$ cat src/rtl/fpa_pkg.sv
package fpa_pkg;

    localparam int EXP_W  = 8;
    localparam int FRAC_W = 23;
    localparam int WORD_W = 1 + EXP_W + FRAC_W;
    localparam int SIG_W  = FRAC_W + 1;
    localparam int EXT_W  = SIG_W + 3;
    localparam int SUM_W  = EXT_W + 1;
    localparam int LZ_W   = $clog2(EXT_W + 1);
    localparam int EXPS_W = EXP_W + 2;
    localparam int EXP_ONES = (1 << EXP_W) - 1;

    localparam logic [WORD_W-1:0] QUIET_MASK = WORD_W'(1) << (FRAC_W - 1);
    localparam logic [WORD_W-1:0] DEFAULT_NAN =
        {1'b0, {EXP_W{1'b1}}, 1'b1, {(FRAC_W-1){1'b0}}};

    typedef struct packed {
        logic             sign;
        logic [EXP_W-1:0] exp;
        logic [SIG_W-1:0] sig;
    } unpacked_t;

    typedef struct packed {
        logic              valid;
        logic              special;
        logic [WORD_W-1:0] spec_word;
        logic              sign;
        logic              zero_sign;
        logic              eff_sub;
        logic [EXP_W-1:0]  exp;
        logic [EXP_W-1:0]  diff;
        logic [SIG_W-1:0]  big_sig;
        logic [SIG_W-1:0]  small_sig;
    } cmp_stage_t;

    typedef struct packed {
        logic              valid;
        logic              special;
        logic [WORD_W-1:0] spec_word;
        logic              sign;
        logic              zero_sign;
        logic              eff_sub;
        logic [EXP_W-1:0]  exp;
        logic [SUM_W-1:0]  sum;
    } add_stage_t;

    function automatic unpacked_t unpack_word(input logic [WORD_W-1:0] w);
        unpacked_t u;
        u.sign = w[WORD_W-1];
        u.exp  = w[WORD_W-2 -: EXP_W];
        u.sig  = (u.exp == '0) ? '0 : {1'b1, w[FRAC_W-1:0]};
        return u;
    endfunction

    function automatic logic [LZ_W-1:0] lead_zeros(input logic [EXT_W-1:0] v);
        logic [LZ_W-1:0] n;
        logic            seen;
        n    = '0;
        seen = 1'b0;
        for (int i = EXT_W - 1; i >= 0; i--) begin
            if (!seen) begin
                if (v[i]) seen = 1'b1;
                else      n    = n + LZ_W'(1);
            end
        end
        return n;
    endfunction

endpackage

$ cat src/rtl/fpa_compare.sv
module fpa_compare
    import fpa_pkg::*;
(
    input  logic [WORD_W-1:0] a,
    input  logic [WORD_W-1:0] b,
    input  logic              op_sub,
    output cmp_stage_t        cmp
);
    unpacked_t ua, ub;
    logic      sb_eff;
    logic      a_max, b_max, a_nan, b_nan, a_inf, b_inf;
    logic      a_big;

    always_comb begin
        ua     = unpack_word(a);
        ub     = unpack_word(b);
        sb_eff = ub.sign ^ op_sub;
        a_max  = (ua.exp == EXP_W'(EXP_ONES));
        b_max  = (ub.exp == EXP_W'(EXP_ONES));
        a_nan  = a_max && (a[FRAC_W-1:0] != '0);
        b_nan  = b_max && (b[FRAC_W-1:0] != '0);
        a_inf  = a_max && !a_nan;
        b_inf  = b_max && !b_nan;
        a_big  = {ua.exp, ua.sig} >= {ub.exp, ub.sig};

        cmp           = '0;
        cmp.valid     = 1'b0;
        cmp.special   = a_max || b_max;
        if (a_nan)
            cmp.spec_word = a | QUIET_MASK;
        else if (b_nan)
            cmp.spec_word = b | QUIET_MASK;
        else if (a_inf && b_inf)
            cmp.spec_word = (ua.sign != sb_eff) ? DEFAULT_NAN : a;
        else if (a_inf)
            cmp.spec_word = a;
        else if (b_inf)
            cmp.spec_word = {sb_eff, b[WORD_W-2:0]};

        cmp.eff_sub   = ua.sign ^ sb_eff;
        cmp.zero_sign = ua.sign & sb_eff;
        if (a_big) begin
            cmp.sign      = ua.sign;
            cmp.exp       = ua.exp;
            cmp.diff      = ua.exp - ub.exp;
            cmp.big_sig   = ua.sig;
            cmp.small_sig = ub.sig;
        end else begin
            cmp.sign      = sb_eff;
            cmp.exp       = ub.exp;
            cmp.diff      = ub.exp - ua.exp;
            cmp.big_sig   = ub.sig;
            cmp.small_sig = ua.sig;
        end
    end
endmodule

$ cat src/rtl/fpa_align_add.sv
module fpa_align_add
    import fpa_pkg::*;
(
    input  cmp_stage_t cmp,
    output add_stage_t add
);
    logic [EXT_W-1:0] small_ext, big_ext, shifted, lost_mask, aligned;
    logic             sticky;

    always_comb begin
        small_ext = {cmp.small_sig, 3'b000};
        big_ext   = {cmp.big_sig, 3'b000};
        if (cmp.diff >= EXP_W'(EXT_W)) begin
            shifted   = '0;
            lost_mask = '1;
        end else begin
            shifted   = small_ext >> cmp.diff;
            lost_mask = (EXT_W'(1) << cmp.diff) - EXT_W'(1);
        end
        sticky  = |(small_ext & lost_mask);
        aligned = {shifted[EXT_W-1:1], shifted[0] | sticky};

        add.valid     = cmp.valid;
        add.special   = cmp.special;
        add.spec_word = cmp.spec_word;
        add.sign      = cmp.sign;
        add.zero_sign = cmp.zero_sign;
        add.eff_sub   = cmp.eff_sub;
        add.exp       = cmp.exp;
        if (cmp.eff_sub)
            add.sum = {1'b0, big_ext} - {1'b0, aligned};
        else
            add.sum = {1'b0, big_ext} + {1'b0, aligned};
    end
endmodule

$ cat src/rtl/fpa_norm_round.sv
module fpa_norm_round
    import fpa_pkg::*;
(
    input  add_stage_t        add,
    output logic [WORD_W-1:0] word,
    output logic              ovf,
    output logic              udf
);
    logic signed [EXPS_W-1:0] e;
    logic [EXT_W-1:0]         norm;
    logic [LZ_W-1:0]          lz;
    logic [SIG_W-1:0]         mant;
    logic [SIG_W:0]           mant_r;
    logic                     guard_b, rest_b, round_up;

    always_comb begin
        ovf      = 1'b0;
        udf      = 1'b0;
        e        = $signed({2'b00, add.exp});
        lz       = '0;
        norm     = add.sum[EXT_W-1:0];
        if (add.sum[SUM_W-1]) begin
            norm = {add.sum[SUM_W-1:2], add.sum[1] | add.sum[0]};
            e    = e + $signed(EXPS_W'(1));
        end else begin
            lz   = lead_zeros(add.sum[EXT_W-1:0]);
            norm = add.sum[EXT_W-1:0] << lz;
            e    = e - $signed(EXPS_W'(lz));
        end
        mant     = norm[EXT_W-1:3];
        guard_b  = norm[2];
        rest_b   = norm[1] | norm[0];
        round_up = guard_b & (rest_b | mant[0]);
        mant_r   = {1'b0, mant} + (SIG_W+1)'(round_up);
        if (mant_r[SIG_W]) begin
            mant_r = mant_r >> 1;
            e      = e + $signed(EXPS_W'(1));
        end

        if (add.special) begin
            word = add.spec_word;
        end else if (add.sum == '0) begin
            word = {add.zero_sign, {(WORD_W-1){1'b0}}};
        end else if (e >= $signed(EXPS_W'(EXP_ONES))) begin
            ovf  = 1'b1;
            word = {add.sign, {EXP_W{1'b1}}, {FRAC_W{1'b0}}};
        end else if (e < $signed(EXPS_W'(1))) begin
            udf  = 1'b1;
            word = {add.sign, {(WORD_W-1){1'b0}}};
        end else begin
            word = {add.sign, e[EXP_W-1:0], mant_r[FRAC_W-1:0]};
        end
    end
endmodule

$ cat src/rtl/fp_adder_top.sv
module fp_adder_top
    import fpa_pkg::*;
(
    input  logic              clk,
    input  logic              rst,
    input  logic              valid_in,
    input  logic              op_sub,
    input  logic [WORD_W-1:0] a,
    input  logic [WORD_W-1:0] b,
    output logic              valid_out,
    output logic [WORD_W-1:0] result,
    output logic              overflow,
    output logic              underflow
);
    cmp_stage_t        cmp_d, cmp_q;
    add_stage_t        add_d, add_q;
    logic [WORD_W-1:0] word_d;
    logic              ovf_d, udf_d;

    fpa_compare u_compare (.a(a), .b(b), .op_sub(op_sub), .cmp(cmp_d));
    fpa_align_add u_align_add (.cmp(cmp_q), .add(add_d));
    fpa_norm_round u_norm_round (.add(add_q), .word(word_d), .ovf(ovf_d), .udf(udf_d));

    always_ff @(posedge clk) begin
        if (rst) begin
            cmp_q     <= '0;
            add_q     <= '0;
            valid_out <= 1'b0;
            result    <= '0;
            overflow  <= 1'b0;
            underflow <= 1'b0;
        end else begin
            cmp_q       <= cmp_d;
            cmp_q.valid <= valid_in;
            add_q       <= add_d;
            valid_out   <= add_q.valid;
            result      <= word_d;
            overflow    <= ovf_d;
            underflow   <= udf_d;
        end
    end

    logic [1:0] rst_age;
    always_ff @(posedge clk) begin
        if (rst)                 rst_age <= '0;
        else if (rst_age != 2'd3) rst_age <= rst_age + 2'd1;
    end

    assert_latency_R11: assert property (@(posedge clk) disable iff (rst)
        (rst_age == 2'd3) |-> (valid_out == $past(valid_in, 3)));

    assert_ovf_inf_R6: assert property (@(posedge clk) disable iff (rst)
        (valid_out && overflow) |-> (result[WORD_W-2:0] == {{EXP_W{1'b1}}, {FRAC_W{1'b0}}}));

    assert_flag_excl_R6: assert property (@(posedge clk) disable iff (rst)
        !(overflow && underflow));

    assert_udf_zero_R7: assert property (@(posedge clk) disable iff (rst)
        (valid_out && underflow) |-> (result[WORD_W-2:0] == '0));

    assert_order_R4: assert property (@(posedge clk) disable iff (rst)
        (cmp_q.valid && !cmp_q.special && cmp_q.diff == '0) |-> (cmp_q.big_sig >= cmp_q.small_sig));

    assert_sub_nocarry_R2: assert property (@(posedge clk) disable iff (rst)
        (add_q.valid && add_q.eff_sub) |-> !add_q.sum[SUM_W-1]);
endmodule

$ cat config.mk
export PLATFORM = sky130hd
export DESIGN_NAME = fp_adder_top
export DESIGN_NICKNAME = d
export VERILOG_FILES = /design/src/rtl/fpa_pkg.sv /design/src/rtl/fpa_compare.sv /design/src/rtl/fpa_align_add.sv /design/src/rtl/fpa_norm_round.sv /design/src/rtl/fp_adder_top.sv
export SDC_FILE = /design/constraint.sdc
export NUM_CORES = 1
export LEC_CHECK = 0
export ABC_AREA = 1
export ABC_CLOCK_PERIOD_IN_PS = 17400
export BUFFER_PORTS_ARGS = -buffer_cell sky130_fd_sc_hd__buf_2
export CAP_MARGIN = 20
export CORE_ASPECT_RATIO = 1.4
export CORE_MARGIN = 10
export CORE_UTILIZATION = 55
export CTS_BUF_LIST = sky130_fd_sc_hd__clkbuf_2 sky130_fd_sc_hd__clkbuf_4 sky130_fd_sc_hd__clkbuf_8
export CTS_CLUSTER_SIZE = 14
export DETAILED_ROUTE_END_ITERATION = 6
export PLACE_DENSITY = 0.71
export SKIP_LAST_GASP = 1
export SLEW_MARGIN = 20
export SYNTH_ARGS = -nofsm -noshare
export SYNTH_HDL_FRONTEND = slang
export SYNTH_SLANG_ARGS = --single-unit
export TNS_END_PERCENT = 30
$ cat constraint.sdc
create_clock -name clk -period 17.4 [get_ports clk]
set_clock_uncertainty 0.2 [all_clocks]
set_input_delay 0 -clock clk [delete_from_list [all_inputs] [get_ports clk]]
set_output_delay 0 -clock clk [all_outputs]
set_load 0.01 [all_outputs]
==> summary.md, run 1 <==
| Metric | Value |
|---|---|
| Status | `finished, final reports clean` |
| Drt total wl | `62.9 mm` |
| Most frequent cells in the layout | `nand2_1 (597), inv_1 (445), nor2_1 (329)` |
| Fin util | `0.641` |
| Relative slew slack | `0.427` |
| Final setup TNS | `0 ns` |
| Gr busiest metal | `met2` |
| CP max-delay cell | `o21ai_0` |
| Synth Register Bits | `208` |
| Num CTS Buffers | `30` |
| Tot GR Track Use | `0.293` |
| Row cnt | `78` |
| Worst Tran Pin Value | `0.858 ns` |
| Layout Cells excl Fill | `3,552` |
| Max IR drop VDD | `0.000108 V` |
| Layout cells sized above 1 | `0.113` |
| Power Density | `163 mW/mm2` |
| Worst-Skew Late Latency | `0.61 ns` |
| Die Wd | `173 um` |
| Largest fanout on the critical path | `31` |
| Average wire per standard cell | `17.7 um` |
| Largest stage delay, worst path | `0.59 ns` |
| Overflow after GRT | `0` |
| Max Freq | `68.4 MHz` |
| Placed Cells | `3,365` |
| Met1 Use GR | `0.303` |
| DP HPWL | `49.4 mm` |
| Clk sinks | `208` |
| Slew Limit Fails | `0` |
| WP data required | `17.68 ns` |
| Die ar. | `0.0407 mm2` |
| Most frequent CP cell | `nand2_1` |
| Yosys warnings | `0` |
| CP Launch Type | `register` |
| Detailed-router iteration count before antenna repair | `7` |
| Core Area | `0.0325 mm2` |
| Final period util | `0.841` |
| Crit. End Element | `register` |
| Clock slew at reported path FFs | `0.07 ns` |
| I/O pins | `103` |
| Post-route DRC | `0` |
| Most common cell after layout, fill and taps aside | `nand2_1` |
| Initial core utilization | `0.558` |
| Post-synth ARST share | `0` |
| I/O Buffers | `102` |
| Dominant synthesized flop cell | `dfxtp_1` |
| GR Util met2 | `0.540` |
| CTS root buffer | `clkbuf_8` |
| Post-Synthesis Cells | `2,906` |
| Number of max-cap violations | `0` |
| Final setup fails | `0` |
| Worst Hold Class | `input pin to register` |
| Met3 Usage GRT | `0.0345` |
| Fin Hold WS | `0.143 ns` |
| Initial antenna violation count | `4` |
| Final hold vios | `0` |
| Hold Startpoint | `b[22]` |
| CTS Buffer Depth | `3` |
| Largest net degree at the start of global routing | `88` |
| Crit path DAT | `14.91 ns` |
| Area Overhead vs Synth | `14.8%` |
| Mapped Area | `0.0181 mm2` |
| Area post-placement | `0.0188 mm2` |
| First-pass GRT wire length | `98.8 mm` |
| Placer congestion estimate | `1.11` |
| H-tree depth | `1` |
| Post-Syn Nets | `3,099` |
| Routed vias | `19,988` |
| R2r startpoint | `add_q[25]$_SDFF_PP0_` |
| Seq/Total Area, Yosys | `0.230` |
| Vias in the first global route | `19,280` |
| Final instance area | `0.0208 mm2` |
| Netlist cell types | `75` |
| Unrepaired setup endpoints after global routing | `no` |
| Type of the worst setup path | `register to register` |
| CP startpoint | `add_q[25]$_SDFF_PP0_` |
| Die extent in y | `235 um` |
| Number of flops mapped to enable cells by yosys | `0` |
| Via/cell ratio | `5.63` |
| CTS tree | `built` |
| Total Nets Final | `3,279` |
| Tmin final | `14.63 ns` |
| Pleak | `10.1 nW` |
| Detail Route Antenna Nets | `0` |
| Initial DRC count | `1,932` |
| Mapped Avg Cell Area | `6.24 um2` |
flip-flops by register name, summed over array words and instances, names as in the netlist:
signal / count
add_q: 72
cmp_q: 101
overflow: 1
result: 32
underflow: 1
valid_out: 1
cell type report:
class | count | area [um2]
clock inverters | 13 | 165
flip-flops and latches | 208 | 4160
repair buffers | 246 | 1920
clock buffers | 42 | 553
inverters | 487 | 1840
well taps | 440 | 551
fillers | 3109 | 11700
diodes | 3 | 7.51
multi-input cells | 2113 | 11600
metrics by stage:
stage | setup WS, ns | power (W)
2_1_floorplan | 4.72 | 0.00233
3_3_place_gp | 3.50 | 0.00284
3_5_place_dp | 3.05 | 0.00287
4_1_cts | 2.98 | 0.00334
5_1_grt | 1.28 | 0.00369
6_report | 2.77 | 0.00340
cell families after synthesis:
family / count (synthesis) / synth area share
buffers and inverters: 585 / 0.130
AOI/OAI and AO/OA: 602 / 0.187
xor gates and xnor gates: 38 / 0.0212
muxes: 16 / 0.00890
DFF: 208 / 0.230
and+or+nand+nor: 1332 / 0.335
adders and majority gates: 125 / 0.0879
synthesized netlist by cell type (all sizes together) (4+ instances only):
master | count | area [um2]
nand3b | 4 | 30.0
mux2i | 15 | 150
a211oi | 6 | 45.0
xnor2 | 13 | 144
inv | 476 | 1790
o21a | 9 | 68.8
fa | 4 | 80.1
clkbuf | 67 | 275
a21oi | 208 | 1040
xor2 | 25 | 241
ha | 121 | 1510
buf | 29 | 229
o22ai | 30 | 200
nor4 | 17 | 106
and2 | 4 | 25.0
o21ai | 262 | 1360
nand4 | 51 | 340
or2 | 15 | 93.8
nand3 | 207 | 1220
o31ai | 11 | 82.6
a22oi | 24 | 180
a31oi | 8 | 50.1
clkinv | 11 | 43.8
o211ai | 13 | 97.6
dfxtp | 208 | 4160
nor2 | 362 | 1570
o221ai | 4 | 35.0
o21bai | 7 | 52.6
nand2 | 631 | 2480
nor3 | 37 | 190
worst max-delay path, delay by kind of cell, from the launching register on:
kind / cells / cell delay [ns]
buf+inv: 15 / 1.19
fa+ha+maj: 13 / 3.63
simple gates: 50 / 5.99
flops: 1 / 0.37
compound gates: 15 / 3.12
final timing paths:
path	cells past startpoint	to	slack [ns]
hold / removal	4	cmp_q[46]$_SDFF_PP0_	0.14
setup / recovery	93	result[17]$_SDFF_PP0_	2.77
hold reg to reg	2	add_q[41]$_SDFF_PP0_	0.19
setup reg to reg	93	result[17]$_SDFF_PP0_	2.77
metal layers:
layer  part of all wire  vias up
li1                   -     9813
met1               0.36     9120
met2               0.51      810
met3              0.059      243
met4              0.071        2
met5            0.00021        -
report_power, final:
part	switching, W	internal [W]	leakage (nW)	total (W)
Sequential	0.0000532	0.000530	1.71	0.000583
Clock	0.000196	0.000254	0.374	0.000450
Combinational	0.00164	0.000723	8.02	0.00236
what timing repair did:
item,4_1_cts,5_1_grt
resized for setup,0,0
hold endpoints to repair,123,0
buffers inserted,0,0
hold buffers,129,0
(Power assumes the default switching activity.)
==> run 2: changes to the inputs <==
--- a/config.mk
+++ b/config.mk
@@ -6,7 +6,7 @@
 export NUM_CORES = 1
 export LEC_CHECK = 0
 export ABC_AREA = 1
-export ABC_CLOCK_PERIOD_IN_PS = 17400
+export ABC_CLOCK_PERIOD_IN_PS = 13700
 export BUFFER_PORTS_ARGS = -buffer_cell sky130_fd_sc_hd__buf_2
 export CAP_MARGIN = 20
 export CORE_ASPECT_RATIO = 1.4
==> constraint.sdc (replaced) <==
create_clock -name clk -period 13.7 [get_ports clk]
set_clock_uncertainty 0.2 [all_clocks]
set_input_delay 0 -clock clk [delete_from_list [all_inputs] [get_ports clk]]
set_output_delay 0 -clock clk [all_outputs]
set_load 0.01 [all_outputs]
==> summary.md, run 2 (synthesis results as in run 1) <==
| Metric | Value |
|---|---|
| CP max-delay cell | `dfxtp_2` |
| Layout Cells excl Fill | `3,573` |
| Max Freq | `76.8 MHz` |
| First-pass GRT wire length | `101 mm` |
| Final instance area | `0.0213 mm2` |
| Failing checks | `DRC` |
| Final setup fails | `0` |
| Number of flip-flops in the largest register | `101` |
| Initial DRC count | `1,930` |
| Worst Hold Class | `input pin to register` |
| CTS root buffer | `clkbuf_8` |
| Tot GR Track Use | `0.300` |
| Clock slew at reported path FFs | `0.07 ns` |
| Area occupied by multi-input gates | `0.0120 mm2` |
| Detail Route Antenna Nets | `0` |
| Most frequent cells in the layout | `nand2_1 (583), inv_1 (441), nor2_1 (318)` |
| Overflow after GRT | `0` |
| Clk sinks | `208` |
| Area Overhead vs Synth | `17.3%` |
| Core Area | `0.0325 mm2` |
| Sequential Area | `0.00417 mm2` |
| Area post-placement | `0.0189 mm2` |
| CTS Buffer Depth | `3` |
| Fin util | `0.655` |
| Final period util | `0.951` |
| Fin Hold WS | `0.192 ns` |
| Most common cell after layout, fill and taps aside | `nand2_1` |
| Largest net degree at the start of global routing | `88` |
| I/O Buffers | `102` |
| Relative slew slack | `0.304` |
| Number of max-cap violations | `0` |
| DP HPWL | `50.1 mm` |
| Worst-Skew Late Latency | `0.59 ns` |
| Final setup TNS | `0 ns` |
| Buf/Inv on CP | `17` |
| Placer congestion estimate | `1.03` |
| Tmin final | `13.02 ns` |
| Vias in the first global route | `19,337` |
| Via/cell ratio | `5.71` |
| I/O pins | `103` |
| Worst Tran Pin Value | `1.04 ns` |
| CTS tree | `built` |
| Die extent in y | `235 um` |
| Average wire per standard cell | `18.4 um` |
| Initial core utilization | `0.558` |
| Fillcell total | `3,053` |
| Die Wd | `173 um` |
| Routed vias | `20,411` |
| Most frequent CP cell | `nand2_1` |
| Crit. End Element | `register` |
| Detailed-router iteration count before antenna repair | `7` |
| Num CTS Buffers | `27` |
| H-tree depth | `1` |
| Regs by FF count | `cmp_q (101), add_q (72), result (32)` |
| CP Launch Type | `register` |
| Most flop-heavy register | `cmp_q` |
| Largest fanout on the critical path | `13` |
| Final hold vios | `0` |
| Crit path DAT | `13.28 ns` |
| Type of the worst setup path | `register to register` |
| Drt total wl | `65.7 mm` |
| Slew Limit Fails | `0` |
| Power Density | `223 mW/mm2` |
| Pleak | `10.2 nW` |
| WP data required | `13.96 ns` |
| Placed Cells | `3,383` |
| Layout cells sized above 1 | `0.149` |
| Post-route DRC | `6` |
| Max IR drop VDD | `0.000119 V` |
| Delay-heaviest family, CP | `simple AND/OR/NAND/NOR gates` |
| Total Nets Final | `3,306` |
| Die ar. | `0.0407 mm2` |
| Largest stage delay, worst path | `0.36 ns` |
| Status | `finished with violations` |
| Row cnt | `78` |
| Initial antenna violation count | `2` |
[run 2: cell types whose count changed in the layout (fill, tap and decap cells not counted), sizes merged]
| cell | before | now |
|---|---|---|
| nand3 | 207 | 208 |
| dlygate4sd3 | 129 | 102 |
| clkinv | 18 | 17 |
| clkbuf | 42 | 39 |
| diode | 3 | 2 |
| buf | 117 | 167 |
| nand2 | 631 | 633 |
| bufinv | 3 | 2 |
| nand4 | 51 | 52 |
[run 2: repair_timing]
action | in CTS | in global routing
hold buffers | 102 | 0
pin swaps | 4 | 44
hold endpoints to repair | 134 | 0
setup endpoints to repair | 30 | 33
setup buffers | 4 | 28
gates resized for setup | 6 | 99
gates cloned | 1 | 6
[run 2: power breakdown]
part           switching [W]  internal [W]
logic                0.00231       0.00119
clock network       0.000231      0.000266
registers          0.0000690      0.000673
[run 2: metrics by stage]
stage                     setup slack [ns]  total power, W
after floorplan                       1.02         0.00296
after global placement               0.342         0.00374
after detailed placement           -0.0617         0.00376
after CTS                          0.00699         0.00433
after global routing                -0.235         0.00510
final                                0.678         0.00474
[run 2: area by class of cell]
class                           count  share of cell area
Multi-Input combinational cell   2117               0.566
Tap cell                          440              0.0259
Timing Repair inverter              2            0.000941
Antenna cell                        2            0.000235
Clock buffer                       38              0.0225
Inverter                          487              0.0870
Sequential cell                   208               0.196
Timing Repair Buffer              270              0.0969
Clock inverter                      9             0.00506
[run 2: final timing paths]
kind                                               to                 start  slack [ns]  depth (start not counted)
worst max-delay path            result[17]$_SDFF_PP0_  add_q[25]$_SDFF_PP0_        0.68                         98
worst min-delay path             add_q[67]$_SDFF_PP0_                   rst        0.19                          3
worst max register to register  result[17]$_SDFF_PP0_  add_q[25]$_SDFF_PP0_        0.68                         98
worst min register to register   add_q[60]$_SDFF_PP0_  cmp_q[88]$_SDFF_PP0_        0.20                          2
[run 2: metal layers]
metal | routed length (um) | vias up | global-route usage
met1 | 23800 | 9332 | 0.315
met2 | 32900 | 932 | 0.545
li1 | - | 9872 | -
met3 | 4000 | 275 | 0.0318
met5 | 0 | - | 0
met4 | 5000 | 0 | 0.211
[run 2: worst min-delay path, stage by stage]
cell           delay [ns]
dlygate4sd3_1        0.54
buf_4                0.25
nor2_1               0.13
